==> config.mk <==
export PLATFORM = sky130hd
export DESIGN_NAME = rx_desc_cache
export DESIGN_NICKNAME = d
export VERILOG_FILES = /design/src/rtl/rxdc_pkg.sv /design/src/rtl/rxdc_tracker.sv /design/src/rtl/rxdc_slot_store.sv /design/src/rtl/rxdc_wb_reg.sv /design/src/rtl/rx_desc_cache.sv
export SDC_FILE = /design/constraint.sdc
export NUM_CORES = 1
export LEC_CHECK = 0
export ABC_AREA = 1
export BUFFER_PORTS_ARGS = -buffer_cell sky130_fd_sc_hd__buf_4
export CAP_MARGIN = 20
export CORE_UTILIZATION = 25
export DETAILED_ROUTE_END_ITERATION = 6
export REMOVE_ABC_BUFFERS = 1
export SYNTH_ARGS = -nofsm -noshare
export SYNTH_HDL_FRONTEND = slang
export SYNTH_HIERARCHICAL = 1
export SYNTH_SLANG_ARGS = --single-unit
==> constraint.sdc <==
create_clock -name clk -period 18.8 [get_ports clk]
set_input_delay 3.76 -clock clk [delete_from_list [all_inputs] [get_ports clk]]
set_output_delay 3.76 -clock clk [all_outputs]
set_load 0.01 [all_outputs]
==> src/rtl/rxdc_pkg.sv <==
package rxdc_pkg;

    localparam int ADDR_W        = 64;
    localparam int LEN_W         = 14;
    localparam int STAT_W        = 64;
    localparam int STAT_DONE_BIT = 0;
    localparam int STAT_EOF_BIT  = 1;
    localparam int STAT_CSUM_BIT = 3;
    localparam int STAT_LEN_LSB  = 38;

    typedef struct packed {
        logic [ADDR_W-1:0] pkt_addr;
        logic [ADDR_W-1:0] hdr_addr;
    } rx_buf_pair_t;

    function automatic logic [STAT_W-1:0] completion_word(input logic [LEN_W-1:0] len);
        logic [STAT_W-1:0] w;
        w = '0;
        w[STAT_DONE_BIT] = 1'b1;
        w[STAT_EOF_BIT]  = 1'b1;
        w[STAT_CSUM_BIT] = 1'b1;
        w[STAT_LEN_LSB +: LEN_W] = len;
        return w;
    endfunction

endpackage

==> src/rtl/rxdc_tracker.sv <==
module rxdc_tracker #(
    parameter int DEPTH = 4,
    parameter int IDX_W = 13,
    localparam int CNT_W  = $clog2(DEPTH + 1),
    localparam int SLOT_W = (DEPTH > 1) ? $clog2(DEPTH) : 1
) (
    input  logic              clk,
    input  logic              rst,
    input  logic [IDX_W-1:0]  ring_len,
    input  logic              fetch_valid,
    input  logic [IDX_W-1:0]  fetch_idx,
    input  logic              pkt_valid,
    output logic              fetch_accept,
    output logic              fetch_reject,
    output logic              pkt_take,
    output logic              pkt_drop,
    output logic [SLOT_W-1:0] wr_slot,
    output logic [SLOT_W-1:0] head_slot,
    output logic [IDX_W-1:0]  head_idx,
    output logic [CNT_W-1:0]  occupancy
);

    localparam logic [CNT_W-1:0]  FULL_CNT   = CNT_W'(DEPTH);
    localparam logic [SLOT_W:0]   DEPTH_WIDE = (SLOT_W+1)'(DEPTH);
    localparam logic [SLOT_W-1:0] LAST_SLOT  = SLOT_W'(DEPTH - 1);

    logic [IDX_W-1:0]  first_q;
    logic [SLOT_W-1:0] pos_q;
    logic [CNT_W-1:0]  cnt_q;

    logic [IDX_W:0]    idx_sum;
    logic [IDX_W-1:0]  expect_idx;
    logic [SLOT_W:0]   slot_sum;
    logic [IDX_W:0]    first_inc;
    logic [IDX_W-1:0]  first_nxt;
    logic [SLOT_W-1:0] pos_nxt;

    always_comb begin
        idx_sum = {1'b0, first_q} + (IDX_W+1)'(cnt_q);
        if (idx_sum >= {1'b0, ring_len})
            idx_sum = idx_sum - {1'b0, ring_len};
        expect_idx = idx_sum[IDX_W-1:0];

        slot_sum = {1'b0, pos_q} + (SLOT_W+1)'(cnt_q);
        if (slot_sum >= DEPTH_WIDE)
            slot_sum = slot_sum - DEPTH_WIDE;
        wr_slot = slot_sum[SLOT_W-1:0];

        first_inc = {1'b0, first_q} + (IDX_W+1)'(1);
        first_nxt = (first_inc >= {1'b0, ring_len}) ? '0 : first_inc[IDX_W-1:0];
        pos_nxt   = (pos_q == LAST_SLOT) ? '0 : pos_q + SLOT_W'(1);
    end

    assign fetch_accept = fetch_valid && (cnt_q != FULL_CNT) && (fetch_idx == expect_idx);
    assign fetch_reject = fetch_valid && !fetch_accept;
    assign pkt_take     = pkt_valid && (cnt_q != '0);
    assign pkt_drop     = pkt_valid && (cnt_q == '0);

    always_ff @(posedge clk) begin
        if (rst) begin
            first_q <= '0;
            pos_q   <= '0;
            cnt_q   <= '0;
        end else begin
            if (pkt_take) begin
                first_q <= first_nxt;
                pos_q   <= pos_nxt;
            end
            case ({fetch_accept, pkt_take})
                2'b10:   cnt_q <= cnt_q + CNT_W'(1);
                2'b01:   cnt_q <= cnt_q - CNT_W'(1);
                default: cnt_q <= cnt_q;
            endcase
        end
    end

    assign head_slot = pos_q;
    assign head_idx  = first_q;
    assign occupancy = cnt_q;

endmodule

==> src/rtl/rxdc_slot_store.sv <==
module rxdc_slot_store
    import rxdc_pkg::*;
#(
    parameter int DEPTH = 4,
    localparam int SLOT_W = (DEPTH > 1) ? $clog2(DEPTH) : 1
) (
    input  logic              clk,
    input  logic              wr_en,
    input  logic [SLOT_W-1:0] wr_slot,
    input  rx_buf_pair_t      wr_data,
    input  logic [SLOT_W-1:0] rd_slot,
    output rx_buf_pair_t      rd_data
);

    rx_buf_pair_t slots [DEPTH];

    for (genvar s = 0; s < DEPTH; s++) begin : g_slot
        always_ff @(posedge clk) begin
            if (wr_en && (wr_slot == SLOT_W'(s)))
                slots[s] <= wr_data;
        end
    end

    always_comb begin
        rd_data = '0;
        for (int s = 0; s < DEPTH; s++) begin
            if (rd_slot == SLOT_W'(s))
                rd_data = slots[s];
        end
    end

endmodule

==> src/rtl/rxdc_wb_reg.sv <==
module rxdc_wb_reg
    import rxdc_pkg::*;
#(
    parameter int IDX_W = 13
) (
    input  logic              clk,
    input  logic              rst,
    input  logic              take,
    input  logic              drop_in,
    input  logic              reject_in,
    input  logic [IDX_W-1:0]  idx_in,
    input  rx_buf_pair_t      bufs_in,
    input  logic [LEN_W-1:0]  len_in,
    output logic              wb_valid,
    output logic [IDX_W-1:0]  wb_idx,
    output rx_buf_pair_t      wb_bufs,
    output logic [STAT_W-1:0] wb_status,
    output logic              drop,
    output logic              fetch_err
);

    always_ff @(posedge clk) begin
        if (rst) begin
            wb_valid  <= 1'b0;
            drop      <= 1'b0;
            fetch_err <= 1'b0;
            wb_idx    <= '0;
            wb_bufs   <= '0;
            wb_status <= '0;
        end else begin
            wb_valid  <= take;
            drop      <= drop_in;
            fetch_err <= reject_in;
            if (take) begin
                wb_idx    <= idx_in;
                wb_bufs   <= bufs_in;
                wb_status <= completion_word(len_in);
            end
        end
    end

endmodule

==> src/rtl/rx_desc_cache.sv <==
module rx_desc_cache
    import rxdc_pkg::*;
#(
    parameter int DEPTH = 4,
    parameter int IDX_W = 13,
    localparam int CNT_W  = $clog2(DEPTH + 1),
    localparam int SLOT_W = (DEPTH > 1) ? $clog2(DEPTH) : 1
) (
    input  logic              clk,
    input  logic              rst,
    input  logic [IDX_W-1:0]  ring_len,
    input  logic              fetch_valid,
    input  logic [IDX_W-1:0]  fetch_idx,
    input  logic [63:0]       fetch_pkt_addr,
    input  logic [63:0]       fetch_hdr_addr,
    output logic [CNT_W-1:0]  fetch_room,
    output logic              fetch_err,
    input  logic              pkt_valid,
    input  logic [13:0]       pkt_len,
    output logic              wb_valid,
    output logic [IDX_W-1:0]  wb_idx,
    output logic [63:0]       wb_pkt_addr,
    output logic [63:0]       wb_hdr_addr,
    output logic [63:0]       wb_status,
    output logic              drop
);

    logic              f_acc, f_rej, p_take, p_drop;
    logic [SLOT_W-1:0] w_slot, h_slot;
    logic [IDX_W-1:0]  h_idx;
    logic [CNT_W-1:0]  occ;
    rx_buf_pair_t      in_pair, head_pair, out_pair;

    assign in_pair.pkt_addr = fetch_pkt_addr;
    assign in_pair.hdr_addr = fetch_hdr_addr;

    rxdc_tracker #(.DEPTH(DEPTH), .IDX_W(IDX_W)) u_track (
        .clk          (clk),
        .rst          (rst),
        .ring_len     (ring_len),
        .fetch_valid  (fetch_valid),
        .fetch_idx    (fetch_idx),
        .pkt_valid    (pkt_valid),
        .fetch_accept (f_acc),
        .fetch_reject (f_rej),
        .pkt_take     (p_take),
        .pkt_drop     (p_drop),
        .wr_slot      (w_slot),
        .head_slot    (h_slot),
        .head_idx     (h_idx),
        .occupancy    (occ)
    );

    rxdc_slot_store #(.DEPTH(DEPTH)) u_store (
        .clk     (clk),
        .wr_en   (f_acc),
        .wr_slot (w_slot),
        .wr_data (in_pair),
        .rd_slot (h_slot),
        .rd_data (head_pair)
    );

    rxdc_wb_reg #(.IDX_W(IDX_W)) u_wb (
        .clk       (clk),
        .rst       (rst),
        .take      (p_take),
        .drop_in   (p_drop),
        .reject_in (f_rej),
        .idx_in    (h_idx),
        .bufs_in   (head_pair),
        .len_in    (pkt_len),
        .wb_valid  (wb_valid),
        .wb_idx    (wb_idx),
        .wb_bufs   (out_pair),
        .wb_status (wb_status),
        .drop      (drop),
        .fetch_err (fetch_err)
    );

    assign fetch_room  = CNT_W'(DEPTH) - occ;
    assign wb_pkt_addr = out_pair.pkt_addr;
    assign wb_hdr_addr = out_pair.hdr_addr;

endmodule

# [Yosys cells after proc, flatten, opt, wreduce, memory -nomap -nowiden]
# Memory sizes are Yosys's and may differ from the RTL's.
# Cells that the tools add are included.
[word_totals] in_bits=172 latchBits=0 ram_bits=512 rom_bits=0 out_inout_bits=211 elab_cells=77 n_memories=1 ff_bits=179
[classes] n_reduce_logical=18 div=0 add_sub_neg=9 mux=26 mul=0 shift=0 magnitude_cmp=3 bitwise_logic=0 eq_ne=10
[memory_table] memory="u_store.slots" depth=4 word_bits=128 read_ports=4 rd_ports_with_merged_regs=0 wr=1 line_no="rxdc_slot_store.sv:15" text="rx_buf_pair_t slots [DEPTH];"
[ops] cell="2-to-1 mux 128 bit" n=7
[ops] cell="OR reduction 128 bit" n=3
[ops] cell="greater-or-equal comparator 14 x 13 -> 1 bit" n=2
[ops] cell="2-to-1 mux 13 bit" n=2
[ops] cell="adder 13 x 1 -> 14 bit, second input constant" n=1
[ops] cell="adder 13 x 3 -> 14 bit" n=1
[ops] cell="equality test 13 bit" n=1
[ops] cell="subtractor 13 bit" n=1
[ops] cell="2-to-1 mux 1 bit" n=11
[ops] cell="equality test 2 bit, second input constant" n=5
[ops] cell="2-to-1 mux 2 bit" n=5
[ops] cell="logical AND 1 bit" n=9
[ops] cell="equality test 2 x 1 -> 1 bit, second input constant" n=3
[ops] cell="one-hot mux 3 bit (2 select lines)" n=1
[ops] cell="zero test 2 bit" n=2
[ops] cell="adder 2 x 3 -> 3 bit" n=1
[ops] cell="adder 3 x 1 -> 3 bit, second input constant" n=1
[ops] cell="greater-or-equal comparator 3 bit, second input constant" n=1
[ops] cell="zero test 3 bit" n=1
[ops] cell="inequality test 3 bit, second input constant" n=1
[ops] cell="nonzero test 3 bit" n=1
[ops] cell="subtractor 3 x 1 -> 3 bit, second input constant" n=1
[ops] cell="subtractor 3 bit, first input constant" n=1
[ops] cell="adder 2 x 1 -> 2 bit, second input constant" n=1
[ops] cell="other kinds (3)" n=3

# [Longest topological paths before layout]
# Gate-level depths: netlist of the first run.
[depth] ltp_word=12 ltp_mapped=37 ltp_nobuf=37

# [Hierarchy]
# Netlist of the first run, hierarchy kept.
[by_module_without_submodules] mod="rxdc_slot_store" area_each_um2=19184.6 cells_each=1262 instances=1 seq_area_each_um2=15374.7
[by_module_without_submodules] mod="rxdc_wb_reg" area_each_um2=6950.4 cells_each=1045 instances=1 seq_area_each_um2=3183.1
[by_module_without_submodules] mod="rxdc_tracker" area_each_um2=2982.9 cells_each=493 instances=1 seq_area_each_um2=360.3
[by_module_without_submodules] mod="rx_desc_cache" area_each_um2=38.8 cells_each=8 instances=1 seq_area_each_um2=0.0

# [Least setup slack after synthesis of the first run]
# No wires, ideal clock.
[synth_path] path_kind="input to register" from="in ring_len[0]" to="mem u_store/slots[2][0] (netlist name), enable pin" n_path_buf=1 required_time_ns=18.027 arrival_ns=14.297 cell_stages=19 setup_time_ns=0.773 setup_slack_ns=3.730 path_cell_list="ha_1 > inv_1 > fa_1 > nand3_2 > nand3_2 > nand2_2 > nand2_2 > nand2_4 > nand2_4 > buf_12 > nand2_2 > nand2_1 > nand2_1 > nand2_1 > nor2_1 > nand3_2 > nor2_4 > inv_1 > nor3_1"
[synth_via] elab_chain_len=11 word_cells_on_any_way=26 cone_classes="1 x add/sub; 1 x order compare; 1 x eq/ne; 15 x mux; 8 x reduce/logical"
[synth_lines] element="from (decl)" line_no="rx_desc_cache.sv:11" text="input logic [IDX_W-1:0] ring_len,"
[synth_lines] element="subtractor 13 bit / greater-or-equal comparator 14 x 13 -> 1 bit (equally long branches)" line_no="rxdc_tracker.sv:41, rxdc_tracker.sv:40"
[synth_lines] element="2-to-1 mux 13 bit (*)" line_no="rxdc_tracker.sv:40" text="if (idx_sum >= {1'b0, ring_len})"
[synth_lines] element="equality test 13 bit (*)" line_no="rxdc_tracker.sv:54" text="assign fetch_accept = fetch_valid && (cnt_q != FULL_CNT) && (fetch_idx == expect_idx);"
[synth_lines] element="logical AND 1 bit (*)" line_no="rxdc_tracker.sv:54"
[synth_lines] element="via f_acc" line_no="rx_desc_cache.sv:28" text="logic f_acc, f_rej, p_take, p_drop;"
[synth_lines] element="logical AND 1 bit" line_no="rxdc_slot_store.sv:19" text="if (wr_en && (wr_slot == SLOT_W'(s)))"
[synth_lines] element="2-to-1 mux 1 bit" line_no="rxdc_slot_store.sv:19"
[synth_lines] element="2-to-1 mux 1 bit (implied by the code)" line_no="rxdc_slot_store.sv:20" text="slots[s] <= wr_data;"
[synth_lines] element="OR reduction 128 bit (no line)"
[synth_lines] element="2-to-1 mux 2 bit (no line) / 2-to-1 mux 1 bit (equally long branches) (3 in series)"
[synth_lines] element="to (decl)" line_no="rxdc_slot_store.sv:15"
# Mark *: on every way through the listed nets, which the timed path passes. The rest lies on a longest branch.

# [Worst setup path after layout of the first run]
[layout_path] from="in ring_len[0]" to="mem u_store/slots[2][84] (netlist name), enable pin"
# Same word-level chain as after synthesis.

==> results_tabular.tex, run 1 <==
\begin{tabular}{lr}
\hline
Metric & Value \\
\hline
\multicolumn{2}{l}{\textbf{Outcome}} \\
\quad Run status & finished clean \\
\multicolumn{2}{l}{\textbf{STA}} \\
\quad Setup skew after layout & 0.0273 ns \\
\quad Final max-slew violation count & 0 \\
\quad Slew at the pin closest to its max-slew limit & roughly 1.0 ns \\
\quad Period utilisation layout & between 30\% and 40\% \\
\quad Final count of negative-setup-slack endpoints & 0 \\
\quad Max frequency & roughly 0.14 GHz \\
\quad Worst slew margin relative to its limit & between 30\% and 40\% \\
\quad Fin worst setup slack & 11.44 ns \\
\quad Final critical path time including I/O delays and setup & 7.36 ns \\
\quad Setup repair after global routing missed its margin & false \\
\quad Endpoints failing hold & 0 \\
\quad Total negative setup slack & 0 ns \\
\multicolumn{2}{l}{\textbf{Finish}} \\
\quad Leading cell type in the layout, fill and taps excluded & sky130\_fd\_sc\_hd\_\_nand2\_1 \\
\quad Final non-filler cell total & about 4700 \\
\quad Layout cells sized above 1 & 16.8\% \\
\quad Final design instance area without fill & 35100 um2 \\
\quad Fin util & 30.5\% \\
\quad Area growth, synth to finish & 20.5\% \\
\quad Count of nets after finishing & about 3300 \\
\quad Leading cell types in the layout, fill and taps excluded & sky130\_fd\_sc\_hd\_\_nand2\_1 (586), sky130\_fd\_sc\_hd\_\_edfxtp\_1 (512), sky130\_fd\_sc\_hd\_\_nand3\_1 (427) \\
\multicolumn{2}{l}{\textbf{Global routing}} \\
\quad Via count of the first global-routing pass & 19181 \\
\quad Number of antenna violations at the first check in global routing & 11 \\
\quad Pin count of the biggest net entering global routing & between 150 and 200 \\
\quad First-pass GRT wire length & 115000 um \\
\quad Total congestion overflow & 0 \\
\quad Total routing usage reported by global routing & 12.7\% \\
\multicolumn{2}{l}{\textbf{Synthesis}} \\
\quad Sequential-to-total area share from yosys stat & around 65\% \\
\quad Dominant register cell in the synthesized netlist & sky130\_fd\_sc\_hd\_\_edfxtp\_1 \\
\quad Post-synthesis instance area & between 20000 and 30000 um2 \\
\quad Post-synthesis area per instance & 10.4 um2 \\
\quad Library cell with the largest summed area after synthesis & sky130\_fd\_sc\_hd\_\_edfxtp\_1 \\
\quad Share of the synthesized area in the top cell type & a little over half \\
\quad Count of synthesis-stage warnings from yosys & 6 \\
\quad Biggest area contributors in the synthesized netlist & sky130\_fd\_sc\_hd\_\_edfxtp\_1 (53\%), sky130\_fd\_sc\_hd\_\_dfxtp\_1 (12\%), sky130\_fd\_sc\_hd\_\_nand2\_1 (7.5\%) \\
\quad Synthesized flop and latch total & approximately 690 \\
\quad Synthesized netlist cell count & roughly 2800 \\
\quad Number of enable flip-flop cells after synthesis & slightly above 500 \\
\quad Share of async-settable or async-resettable flops after synthesis & 0\% \\
\quad Count of unique library cells instantiated by Yosys & 41 \\
\multicolumn{2}{l}{\textbf{Clock network}} \\
\quad Post-cts sizing count & 0 \\
\quad Setup Buffers After CTS & 0 \\
\quad Post-CTS clock slew at the launch and capture registers of the worst setup and hold paths & about 0.060 ns \\
\quad Worst skew pair latency & between 0.6 and 0.7 ns \\
\quad Number of buffers added to fix hold violations after cts & 0 \\
\quad Clk root buf & sky130\_fd\_sc\_hd\_\_clkbuf\_16 \\
\quad Max Root-Sink Buffers & 3 \\
\quad CTS tree & built \\
\quad Number of clock sinks & just under 700 \\
\quad CTS H-tree depth & 3 \\
\quad Number of buffers created by CTS & 79 \\
\multicolumn{2}{l}{\textbf{Die}} \\
\quad Core area & $\sim$110000 um2 \\
\quad Vertical die dimension & 344 um \\
\quad Number of top-level design ports & $\sim$380 \\
\quad Chip width & between 300 and 400 um \\
\quad Initial cell density of the core & between 20 and 30\% \\
\quad Total number of placement rows & roughly 120 \\
\quad Total die area & about 120000 um2 \\
\multicolumn{2}{l}{\textbf{Worst setup path}} \\
\quad WP data required & about 19 ns \\
\quad Most numerous cell on the critical path & sky130\_fd\_sc\_hd\_\_nand2\_1 \\
\quad Sequence of cells on the critical path & buf\_4 -> ha\_1 -> inv\_1 -> fa\_1 -> nand3\_2 -> nand3\_2 -> nand2\_2 -> nand2\_2 -> nand2\_4 -> nand2\_4 -> nand2\_1 -> nand3\_1 -> nand2\_1 -> nand2\_1 -> nor2\_1 -> nand2\_1 -> nor2\_4 -> inv\_1 -> nor3\_2 -> buf\_4 -> buf\_4 \\
\quad Crit start category & input pin \\
\quad Crit-path slowest cell & sky130\_fd\_sc\_hd\_\_buf\_4 \\
\quad Crit path largest cell delay & around 0.68 ns \\
\quad Kind of end point of the critical path & register \\
\quad Arrival time worst endpoint & 7.61 ns \\
\quad Critical path peak fanout & 41 \\
\quad Category of the most critical setup path & input pin to register \\
\multicolumn{2}{l}{\textbf{Pwr}} \\
\quad Switching power as a share of total power & between 20\% and 30\% \\
\quad Peak VDD IR & roughly 80 uV \\
\quad Internal Dissipation & $\sim$2.8 mW \\
\quad Combinational cell fraction of total power & about 16\% \\
\quad Net Switching & roughly 1.0 mW \\
\quad Static power due to leakage & about 14 nW \\
\quad Power density normalized to cell area & between 100 and 150 nW/um2 \\
\quad Clock share of power & roughly 39\% \\
\quad Part of the total power dissipated in sequential elements & about 45\% \\
\multicolumn{2}{l}{\textbf{Drt}} \\
\quad DRC & 0 \\
\quad Starting DRC count in detailed routing & roughly 1100 \\
\quad Average vias per placed instance & 4.37 \\
\quad Number of antenna-violating nets in the routed design & 0 \\
\quad WL final & 77500 um \\
\quad Average wire per cell in the routed design & around 17 um \\
\quad Vias & 20381 \\
\quad Number of detailed-routing iterations run before antenna repair & 5 \\
\multicolumn{2}{l}{\textbf{Placed design}} \\
\quad Routability Congestion & between 0.8 and 0.9 \\
\quad Cell area after placement & around 33000 um2 \\
\quad Cell total after placement & 4517 \\
\quad Estimated wirelength of the detail-placed design & roughly 46000 um \\
\quad Placement-stage worst setup slack & roughly 11 ns \\
\quad Number of port buffers & between 300 and 400 \\
\multicolumn{2}{l}{\textbf{Hold path}} \\
\quad Type of the most critical hold path & register to register \\
\multicolumn{2}{l}{\textbf{Flow run}} \\
\quad Max Cap Violations & 0 \\
\hline
\end{tabular}
[stage by stage]
step / total power [mW] / hold WS [ns]
global placement: 2.36 / 0.459
CTS: 3.87 / 0.472
floorplan: 2.13 / 0.465
global route: 3.99 / 0.489
detailed placement: 2.37 / 0.464
finish: 3.81 / 0.469
[per-layer routing]
| metal | GRT usage (%) | vias to the layer above | wire length [um] |
|---|---|---|---|
| met2 | 20.1 | 579 | 35300 |
| met1 | 17.2 | 9748 | 35200 |
| met3 | 3.13 | 109 | 5520 |
| met5 | 0 | - | 103 |
| met4 | 3.81 | 14 | 1440 |
| li1 | - | 9931 | - |
[layout make-up]
cell class / instances / area [um2]
timing repair buffer: 359 / 2730
clock inverter: 35 / 284
clock buffer: 112 / 2270
multi-input combinational: 1699 / 8030
inverter: 258 / 986
tap: 1512 / 1890
antenna: 2 / 5.00
fill: 11782 / 79800
sequential: 689 / 18900
[Yosys cell counts (all sizes together) (11+ instances only)]
cell type,n
nor3,11
edfxtp,512
dfxtp,177
nand4,135
buf,204
ha,34
a21oi,35
inv,258
nand2,600
o21ai,15
xor2,18
nand3,431
nor2,349
[sequential cells by signal, summed over array words and instances (netlist names)]
| name | flops |
|---|---|
| u_track/head_idx | 13 |
| u_wb/fetch_err | 1 |
| u_wb/wb_idx | 13 |
| u_wb/drop | 1 |
| u_track/head_slot | 2 |
| u_wb/wb_bufs | 128 |
| u_wb/wb_status | 15 |
| u_wb/wb_valid | 1 |
| u_track/occupancy | 3 |
| u_store/slots | 512 |
[logic make-up after synthesis]
logic type                 synth area share, %
DFF                                       64.9
AOI/OAI and AO/OA                         1.19
adders and majority gates                 1.67
buffers and inverters                     8.25
xor gates and xnor gates                 0.691
and+or+nand+nor                           23.3
other                                   0.0129
[power by group through the flow]
stage	clock (mW)	combinational, mW	sequential, mW
2_1_floorplan	0	0.320	1.81
3_3_place_gp	0	0.599	1.76
3_5_place_dp	0	0.604	1.76
4_1_cts	1.53	0.605	1.73
5_1_grt	1.59	0.668	1.74
6_report	1.49	0.593	1.73
[final timing paths]
check,slack (ns),cells after the start,to,start
worst max-delay path,11.44,21,u_store/slots[2][84],ring_len[0]
worst min-delay path,0.47,2,u_wb/wb_bufs[107],u_wb/wb_bufs[107]
worst max register to register,12.65,28,u_store/slots[2][84],u_track/head_idx[0]
worst min register to register,0.47,2,u_wb/wb_bufs[107],u_wb/wb_bufs[107]
[worst max-delay path, delay by kind of cell]
family	cells	cell delay (ns)
adder cells (fa/ha/maj)	2	0.65
AND/OR/NAND/NOR	14	1.61
buffers and inverters	5	1.51
No activity file was read; power rests on OpenSTA's default activity.
==> run 2: changes to the inputs <==
Settings changed: ABC_AREA 1 to 0.
Clock period 18.8 ns to 6.15 ns, I/O delays scaled along.
==> results_tabular.tex, run 2 <==
\begin{tabular}{lr}
\hline
Metric & Value \\
\hline
\multicolumn{2}{l}{\textbf{Outcome}} \\
\quad Run status & finished clean \\
\multicolumn{2}{l}{\textbf{Worst setup path}} \\
\quad CP delay by family, top & simple AND/OR/NAND/NOR gates \\
\quad Sum of buffers and inverters on the critical path & 5 \\
\quad Crit path largest cell delay & about 0.56 ns \\
\quad WP data required & $\sim$6.5 ns \\
\quad Arrival time worst endpoint & between 6 and 7 ns \\
\quad CP Depth & 18 \\
\quad Crit-path slowest cell & sky130\_fd\_sc\_hd\_\_or4b\_1 \\
\quad Number of cell instances on the worst register-to-register path & 18 \\
\quad Critical path peak fanout & 22 \\
\quad Kind of end point of the critical path & register \\
\quad Category of the most critical setup path & register to register \\
\quad Sequence of cells on the critical path & inv\_1 -> fa\_1 -> nor2b\_1 -> o21ai\_1 -> xor2\_1 -> inv\_1 -> ha\_1 -> a21o\_1 -> a221o\_1 -> a32oi\_2 -> o21ai\_2 -> or4b\_1 -> a211o\_1 -> or4\_4 -> inv\_1 -> nor3b\_4 -> buf\_12 -> buf\_12 \\
\quad Most numerous cell on the critical path & sky130\_fd\_sc\_hd\_\_inv\_1 \\
\quad Crit start category & register \\
\multicolumn{2}{l}{\textbf{Finish}} \\
\quad Registers with the most flip-flops & u\_store/slots (512), u\_wb/wb\_bufs (128), u\_wb/wb\_status (15) \\
\quad Area growth, synth to finish & 22.9\% \\
\quad Fin util & 31.2\% \\
\quad Register with the highest flop count & u\_store/slots \\
\quad Layout cells sized above 1 & between 30 and 40\% \\
\quad Leading cell type in the layout, fill and taps excluded & sky130\_fd\_sc\_hd\_\_edfxtp\_1 \\
\quad Final design instance area without fill & 33600 um2 \\
\quad Leading cell types in the layout, fill and taps excluded & sky130\_fd\_sc\_hd\_\_edfxtp\_1 (512), sky130\_fd\_sc\_hd\_\_buf\_4 (350), sky130\_fd\_sc\_hd\_\_nor2\_1 (179) \\
\quad Max reg flops & about 500 \\
\quad Count of nets after finishing & roughly 2200 \\
\multicolumn{2}{l}{\textbf{Global routing}} \\
\quad Number of antenna violations at the first check in global routing & 10 \\
\quad First-pass GRT wire length & 97700 um \\
\quad Met2 global-route usage & between 10\% and 20\% \\
\quad Met3 track demand over resource & around 4.3\% \\
\quad Via count of the first global-routing pass & 15476 \\
\quad Met1 GRT Util & 13.8\% \\
\quad Pin count of the biggest net entering global routing & approximately 120 \\
\quad Top Usage Layer GRT & met2 \\
\quad Total congestion overflow & 0 \\
\quad Total routing usage reported by global routing & 11.7\% \\
\multicolumn{2}{l}{\textbf{Synthesis}} \\
\quad Share of async-settable or async-resettable flops after synthesis & 0\% \\
\quad Area share of fa/ha/maj cells after synthesis & $\sim$1.8\% \\
\quad Dominant register cell in the synthesized netlist & sky130\_fd\_sc\_hd\_\_edfxtp\_1 \\
\quad Post-synthesis instance area & $\sim$27000 um2 \\
\quad Biggest area contributors in the synthesized netlist & sky130\_fd\_sc\_hd\_\_edfxtp\_1 (56\%), sky130\_fd\_sc\_hd\_\_dfxtp\_1 (13\%), sky130\_fd\_sc\_hd\_\_mux4\_2 (11\%) \\
\quad Post-synthesis area per instance & $\sim$17 um2 \\
\quad Complex-gate fraction of the synthesized area & approximately 2.0\% \\
\quad Library cell with the largest summed area after synthesis & sky130\_fd\_sc\_hd\_\_edfxtp\_1 \\
\quad Sequential-to-total area share from yosys stat & $\sim$69\% \\
\quad Synthesized flop and latch total & 689 \\
\quad Dominant combinational cell family by area after synthesis & multiplexers \\
\quad Post-Synth XOR/XNOR Area & between 1.5 and 2\% \\
\quad Number of enable flip-flop cells after synthesis & between 500 and 600 \\
\quad Share of the synthesized area in the top cell type & a little under three fifths \\
\quad Leading cell types by count after synthesis & sky130\_fd\_sc\_hd\_\_edfxtp\_1 (512), sky130\_fd\_sc\_hd\_\_nor2\_1 (179), sky130\_fd\_sc\_hd\_\_dfxtp\_1 (177) \\
\quad Simple-gate portion of the synthesized area & under 10\% \\
\quad Most numerous cell in the Yosys netlist & sky130\_fd\_sc\_hd\_\_edfxtp\_1 \\
\quad Fraction of synthesized area in multiplexers & roughly 16\% \\
\quad Count of synthesis-stage warnings from yosys & 6 \\
\quad Count of unique library cells instantiated by Yosys & 59 \\
\quad Synthesized netlist cell count & $\sim$1600 \\
\multicolumn{2}{l}{\textbf{Pwr}} \\
\quad Static power due to leakage & between 10 and 15 nW \\
\quad Peak VDD IR & about 170 uV \\
\quad Power density normalized to cell area & 286 nW/um2 \\
\multicolumn{2}{l}{\textbf{Clock network}} \\
\quad Worst skew pair latency & approximately 0.63 ns \\
\quad Setup Buffers After CTS & 0 \\
\quad Number of buffers added to fix hold violations after cts & 0 \\
\quad Post-CTS clock slew at the launch and capture registers of the worst setup and hold paths & about 0.06 ns \\
\quad CTS tree & built \\
\quad CTS H-tree depth & 3 \\
\quad Max Root-Sink Buffers & 3 \\
\quad Number of buffers created by CTS & 77 \\
\quad Clk root buf & sky130\_fd\_sc\_hd\_\_clkbuf\_16 \\
\quad Number of clock sinks & around 700 \\
\multicolumn{2}{l}{\textbf{Drt}} \\
\quad DRC & 0 \\
\quad Average vias per placed instance & 4.28 \\
\quad Average wire per cell in the routed design & 19.1 um \\
\quad Starting DRC count in detailed routing & approximately 740 \\
\quad Number of detailed-routing iterations run before antenna repair & 5 \\
\quad Vias & about 15000 \\
\quad Number of antenna-violating nets in the routed design & 0 \\
\quad WL final & $\sim$65000 um \\
\multicolumn{2}{l}{\textbf{STA}} \\
\quad Worst slew margin relative to its limit & $\sim$34\% \\
\quad Final critical path time including I/O delays and setup & slightly below 6 ns \\
\quad Hold WS & $\sim$0.49 ns \\
\quad Max frequency & approximately 0.17 GHz \\
\quad Final count of negative-setup-slack endpoints & 0 \\
\quad Setup skew after layout & $\sim$0.026 ns \\
\quad Endpoints failing hold & 0 \\
\quad Setup repair after global routing missed its margin & false \\
\quad Period utilisation layout & 94.1\% \\
\quad Slew at the pin closest to its max-slew limit & roughly 0.99 ns \\
\quad Fin worst setup slack & between 0.3 and 0.4 ns \\
\quad Total negative setup slack & 0 ns \\
\quad Final max-slew violation count & 0 \\
\multicolumn{2}{l}{\textbf{Die}} \\
\quad Vertical die dimension & 333 um \\
\quad Initial cell density of the core & between 20 and 30\% \\
\quad Number of top-level design ports & approximately 380 \\
\quad Chip width & $\sim$330 um \\
\quad Total die area & approximately 110000 um2 \\
\quad Core area & approximately 110000 um2 \\
\quad Total number of placement rows & 120 \\
\multicolumn{2}{l}{\textbf{Placed design}} \\
\quad Routability Congestion & just under 0.9 \\
\quad Placement-stage worst setup slack & 0.305 ns \\
\quad Estimated wirelength of the detail-placed design & $\sim$42000 um \\
\quad Cell area after placement & between 30000 and 40000 um2 \\
\quad Number of port buffers & about 340 \\
\multicolumn{2}{l}{\textbf{Hold path}} \\
\quad Type of the most critical hold path & register to register \\
\quad Worst hold path cell count & 2 \\
\multicolumn{2}{l}{\textbf{Flow run}} \\
\quad Max Cap Violations & 0 \\
\hline
\end{tabular}
run 2: cell types whose count changed in the layout (fill, tap and decap cells not counted), moves of 7 or more:
cell	before	now
sky130_fd_sc_hd__nand4_1	135	5
sky130_fd_sc_hd__a21oi_1	33	19
sky130_fd_sc_hd__nand3_1	427	8
sky130_fd_sc_hd__mux4_2	0	128
sky130_fd_sc_hd__a21o_1	2	11
sky130_fd_sc_hd__buf_12	3	16
sky130_fd_sc_hd__nand2_2	11	0
sky130_fd_sc_hd__nand2_1	586	46
sky130_fd_sc_hd__mux2i_1	0	158
sky130_fd_sc_hd__nor2_1	340	179
sky130_fd_sc_hd__inv_1	251	36
sky130_fd_sc_hd__o21ai_0	15	25
sky130_fd_sc_hd__clkbuf_1	18	11
sky130_fd_sc_hd__xnor2_1	5	32
run 2: routing by layer:
layer / wire length [um] / vias to the layer above
met1: 26700 / 7390
met2: 31800 / 454
met4: 1390 / 16
met5: 112 / -
li1: - / 6682
met3: 5410 / 107
run 2: path summary, 6_finish.rpt:
kind / slack [ns] / start / to
min: 0.49 / u_wb/wb_bufs[78] / u_wb/wb_bufs[78]
min reg2reg: 0.49 / u_wb/wb_bufs[78] / u_wb/wb_bufs[78]
max: 0.36 / u_track/occupancy[1] / u_store/slots[0][36]
max reg2reg: 0.36 / u_track/occupancy[1] / u_store/slots[0][36]
run 2: worst reg2reg max path: cells and delay by family, from the launching register on:
| kind | cells | cell delay (ns) |
|---|---|---|
| buffers and inverters | 5 | 0.88 |
| DFF | 1 | 0.43 |
| and+or+nand+nor | 4 | 1.62 |
| adders and majority gates | 2 | 0.82 |
| AOI/OAI and AO/OA | 6 | 1.49 |
| xor gates and xnor gates | 1 | 0.25 |
run 2: layout make-up:
type / count / area, um2
Inverter: 37 / 146
Sequential cell: 689 / 18900
Tap cell: 1403 / 1760
Clock inverter: 48 / 404
Multi-Input combinational cell: 782 / 7360
Antenna cell: 1 / 2.50
Fill cell: 10481 / 74100
Clock buffer: 93 / 2040
Timing Repair Buffer: 367 / 2960
run 2: what timing repair did:
action,CTS,global route
endpoints found under the setup margin,0,108
gates resized for setup,0,1
hold endpoints to repair,0,0
run 2: cell families (layout without fill, tap and decap cells):
kind of cell | Yosys count | after routing
mux | 288 | 288
buf+inv | 159 | 545
flops | 689 | 689
fa+ha+maj | 37 | 37
compound gates | 85 | 85
xor+xnor | 54 | 54
simple gates | 271 | 271
other cells | 1 | 48
run 2: report_power, final:
part | internal, mW | switching (mW) | leakage, nW
registers | 4.98 | 0.000346 | 6.03
logic | 0.0959 | 0.121 | 4.28
clock network | 2.55 | 1.87 | 1.20
total | 7.63 | 1.99 | 11.5
run 2: through the flow:
| step | instances | power, mW |
|---|---|---|
| finish | 3420 | 9.62 |
| global route | 3419 | 9.95 |
| CTS | 3419 | 9.77 |
| detailed placement | 3278 | 5.30 |
| global placement | 3278 | 5.30 |
| floorplan | 1508 | 5.14 |
==> run 3: changes to the inputs <==
Settings changed: SYNTH_HIERARCHICAL 1 to not set.
==> results_tabular.tex, run 3 <==
\begin{tabular}{lr}
\hline
Metric & Value \\
\hline
\multicolumn{2}{l}{\textbf{Die}} \\
\quad Core area & 108000 um2 \\
\quad Vertical die dimension & between 300 and 400 um \\
\quad Total die area & about 110000 um2 \\
\quad Initial cell density of the core & 25.4\% \\
\quad Number of top-level design ports & approximately 380 \\
\quad Total number of placement rows & 120 \\
\quad Chip width & 332 um \\
\multicolumn{2}{l}{\textbf{Finish}} \\
\quad Max reg flops & between 500 and 600 \\
\quad Number of diodes & 0 \\
\quad Registers with the most flip-flops & u\_store.slots (512), u\_wb.wb\_bufs (128), u\_wb.wb\_status (15) \\
\quad Final design instance area without fill & 33800 um2 \\
\quad Register with the highest flop count & u\_store.slots \\
\quad Final non-filler cell total & 3982 \\
\quad Layout cells sized above 1 & 19.7\% \\
\quad Fin util & between 30\% and 40\% \\
\quad Leading cell types in the layout, fill and taps excluded & sky130\_fd\_sc\_hd\_\_edfxtp\_1 (512), sky130\_fd\_sc\_hd\_\_buf\_4 (354), sky130\_fd\_sc\_hd\_\_nor2\_1 (290) \\
\quad Area growth, synth to finish & 24.0\% \\
\quad Count of nets after finishing & $\sim$2700 \\
\quad Leading cell type in the layout, fill and taps excluded & sky130\_fd\_sc\_hd\_\_edfxtp\_1 \\
\multicolumn{2}{l}{\textbf{Placed design}} \\
\quad Cell total after placement & between 3000 and 4000 \\
\quad Number of port buffers & approximately 340 \\
\quad Estimated wirelength of the detail-placed design & 45600 um \\
\quad Routability Congestion & around 0.83 \\
\quad Placement-stage worst setup slack & 0.427 ns \\
\quad Cell area after placement & approximately 31000 um2 \\
\multicolumn{2}{l}{\textbf{Pwr}} \\
\quad Peak VDD IR & approximately 220 uV \\
\quad Internal Dissipation & roughly 7.7 mW \\
\quad Switching power as a share of total power & 21.4\% \\
\quad Static power due to leakage & approximately 12 nW \\
\quad Power density normalized to cell area & 289 nW/um2 \\
\quad Power, Total & 9.79 mW \\
\quad Clock share of power & approximately 47\% \\
\quad Net Switching & about 2.1 mW \\
\quad Combinational cell fraction of total power & approximately 2.2\% \\
\quad Part of the total power dissipated in sequential elements & 50.9\% \\
\multicolumn{2}{l}{\textbf{Synthesis}} \\
\quad Library cell with the largest summed area after synthesis & sky130\_fd\_sc\_hd\_\_edfxtp\_1 \\
\quad Most numerous cell in the Yosys netlist & sky130\_fd\_sc\_hd\_\_edfxtp\_1 \\
\quad Leading cell types by count after synthesis & sky130\_fd\_sc\_hd\_\_edfxtp\_1 (512), sky130\_fd\_sc\_hd\_\_nor2\_1 (290), sky130\_fd\_sc\_hd\_\_nand2\_1 (206) \\
\quad Post-synthesis instance area & 27300 um2 \\
\quad Count of unique library cells instantiated by Yosys & 65 \\
\quad Synthesized netlist cell count & 2215 \\
\quad Share of async-settable or async-resettable flops after synthesis & 0\% \\
\quad Biggest area contributors in the synthesized netlist & sky130\_fd\_sc\_hd\_\_edfxtp\_1 (56\%), sky130\_fd\_sc\_hd\_\_dfxtp\_1 (13\%), sky130\_fd\_sc\_hd\_\_nor2\_1 (4.0\%) \\
\quad Count of synthesis-stage warnings from yosys & 0 \\
\quad Sequential-to-total area share from yosys stat & 69.3\% \\
\quad Number of enable flip-flop cells after synthesis & slightly above 500 \\
\quad Post-synthesis area per instance & about 12 um2 \\
\quad Dominant register cell in the synthesized netlist & sky130\_fd\_sc\_hd\_\_edfxtp\_1 \\
\quad Synthesized flop and latch total & around 700 \\
\quad Share of the synthesized area in the top cell type & 56.3\% \\
\multicolumn{2}{l}{\textbf{Worst setup path}} \\
\quad Kind of end point of the critical path & register \\
\quad Crit start category & register \\
\quad Crit path largest cell delay & $\sim$0.45 ns \\
\quad WP data required & about 6.5 ns \\
\quad Arrival time worst endpoint & just over 6 ns \\
\quad Sequence of cells on the critical path & ha\_1 -> inv\_1 -> fa\_1 -> nor2b\_1 -> o21a\_1 -> xor2\_1 -> ha\_1 -> a21o\_1 -> a21o\_1 -> o21ai\_0 -> a21oi\_1 -> o21ai\_0 -> a21oi\_1 -> o31ai\_1 -> nand4\_2 -> buf\_4 -> nor4\_2 -> buf\_4 -> buf\_12 \\
\quad Crit-path slowest cell & sky130\_fd\_sc\_hd\_\_dfxtp\_1 \\
\quad Launching point of the worst reg2reg path & u\_track.head\_idx[0] \\
\quad Launch point of the worst path & u\_track.head\_idx[0] \\
\quad Critical path peak fanout & 37 \\
\quad Category of the most critical setup path & register to register \\
\multicolumn{2}{l}{\textbf{Global routing}} \\
\quad Total congestion overflow & 0 \\
\quad Via count of the first global-routing pass & approximately 17000 \\
\quad Number of antenna violations at the first check in global routing & 11 \\
\quad Pin count of the biggest net entering global routing & around 160 \\
\quad First-pass GRT wire length & $\sim$110000 um \\
\quad Total routing usage reported by global routing & roughly an eighth \\
\multicolumn{2}{l}{\textbf{STA}} \\
\quad Endpoints failing hold & 0 \\
\quad Hold WS & 0.453 ns \\
\quad Setup skew after layout & roughly 0.03 ns \\
\quad Period utilisation layout & between 90\% and 100\% \\
\quad Setup repair after global routing missed its margin & false \\
\quad Max frequency & 0.175 GHz \\
\quad Final count of negative-setup-slack endpoints & 0 \\
\quad Slew at the pin closest to its max-slew limit & approximately 1.1 ns \\
\quad Total negative setup slack & 0 ns \\
\quad Worst slew margin relative to its limit & 29.8\% \\
\quad Final critical path time including I/O delays and setup & between 5 and 6 ns \\
\quad Fin worst setup slack & between 0.4 and 0.5 ns \\
\quad Final max-slew violation count & 0 \\
\multicolumn{2}{l}{\textbf{Drt}} \\
\quad Average wire per cell in the routed design & $\sim$18 um \\
\quad Starting DRC count in detailed routing & 1060 \\
\quad DRC & 0 \\
\quad WL final & between 70000 and 80000 um \\
\quad Number of detailed-routing iterations run before antenna repair & 7 \\
\quad Vias & approximately 18000 \\
\quad Average vias per placed instance & approximately 4.5 \\
\quad Number of antenna-violating nets in the routed design & 0 \\
\multicolumn{2}{l}{\textbf{Clock network}} \\
\quad Max Root-Sink Buffers & 3 \\
\quad CTS tree & built \\
\quad Setup Buffers After CTS & 0 \\
\quad Post-CTS clock slew at the launch and capture registers of the worst setup and hold paths & $\sim$0.06 ns \\
\quad Number of buffers created by CTS & 81 \\
\quad Worst skew pair latency & roughly 0.66 ns \\
\quad Clk root buf & sky130\_fd\_sc\_hd\_\_clkbuf\_16 \\
\quad CTS H-tree depth & 3 \\
\quad Number of clock sinks & 689 \\
\multicolumn{2}{l}{\textbf{Hold path}} \\
\quad Source of the worst hold timing path & u\_wb.wb\_idx[5] \\
\quad Type of the most critical hold path & register to register \\
\multicolumn{2}{l}{\textbf{Flow run}} \\
\quad Max Cap Violations & 0 \\
\multicolumn{2}{l}{\textbf{Outcome}} \\
\quad Run status & finished clean \\
\hline
\end{tabular}
## run 3: changes by cell type in the layout (fill, tap and decap cells not counted), sizes merged, moves of 128 or more
cell	before	now
a21oi	19	183
o211ai	1	131
a22oi	0	129
mux2i	158	3
nand2	46	206
mux4	128	0
## run 3: cells by family (layout without fill, tap and decap cells)
logic type	count (synthesis)	count (layout)	synth area share, %
XOR/XNOR	41	41	1.37
buffers and inverters	243	561	4.17
AO/OA/AOI/OAI	635	635	14.6
flip-flops	689	689	69.3
multiplexers	4	4	0.165
adder cells (fa/ha/maj)	42	42	2.01
AND/OR/NAND/NOR	560	560	8.41
other	1	47	0.0137
## run 3: final timing paths
| check | cells after the start | end | slack (ns) |
|---|---|---|---|
| setup reg to reg | 19 | u_store.slots[3][47] | 0.42 |
| hold reg to reg | 2 | u_wb.wb_idx[5] | 0.45 |
| hold / removal | 2 | u_wb.wb_idx[5] | 0.45 |
| setup / recovery | 19 | u_store.slots[3][47] | 0.42 |
## run 3: layout make-up
class | count | area (um2)
fill | 10740 | 73800
sequential | 689 | 18900
multi-input combinational | 1329 | 7480
timing repair buffer | 370 | 2970
clock buffer | 111 | 2180
tap | 1403 | 1760
clock inverter | 40 | 377
inverter | 40 | 158
## run 3: power by group through the flow
stage | sequential (mW) | clock [mW] | combinational (mW)
after global routing | 4.98 | 4.90 | 0.239
after global placement | 5.08 | 0 | 0.220
final | 4.99 | 4.59 | 0.219
after floorplan | 5.09 | 0 | 0.0479
after detailed placement | 5.08 | 0 | 0.222
after CTS | 4.99 | 4.73 | 0.222
## run 3: routing by layer
metal	part of all wire (%)	routed length (um)	global-route usage (%)
met1	45	32200	16.5
met5	0.21	151	0
met4	2.2	1540	3.98
met3	6.1	4350	3.35
met2	46	32800	19.8
## run 3: worst max-delay path: cells and delay by family (launching register included)
family                   cells  cell delay, ns
buffers and inverters        4            0.83
adder cells (fa/ha/maj)      3            1.02
XOR/XNOR                     1            0.29
flip-flops                   1            0.45
AO/OA/AOI/OAI                8            1.98
AND/OR/NAND/NOR              3            0.77
## run 3: timing repair
| item | 4_1_cts | 5_1_grt |
|---|---|---|
| hold buffers | 0 | 0 |
| gates resized for setup | 0 | 1 |
| setup endpoints to repair | 0 | 65 |
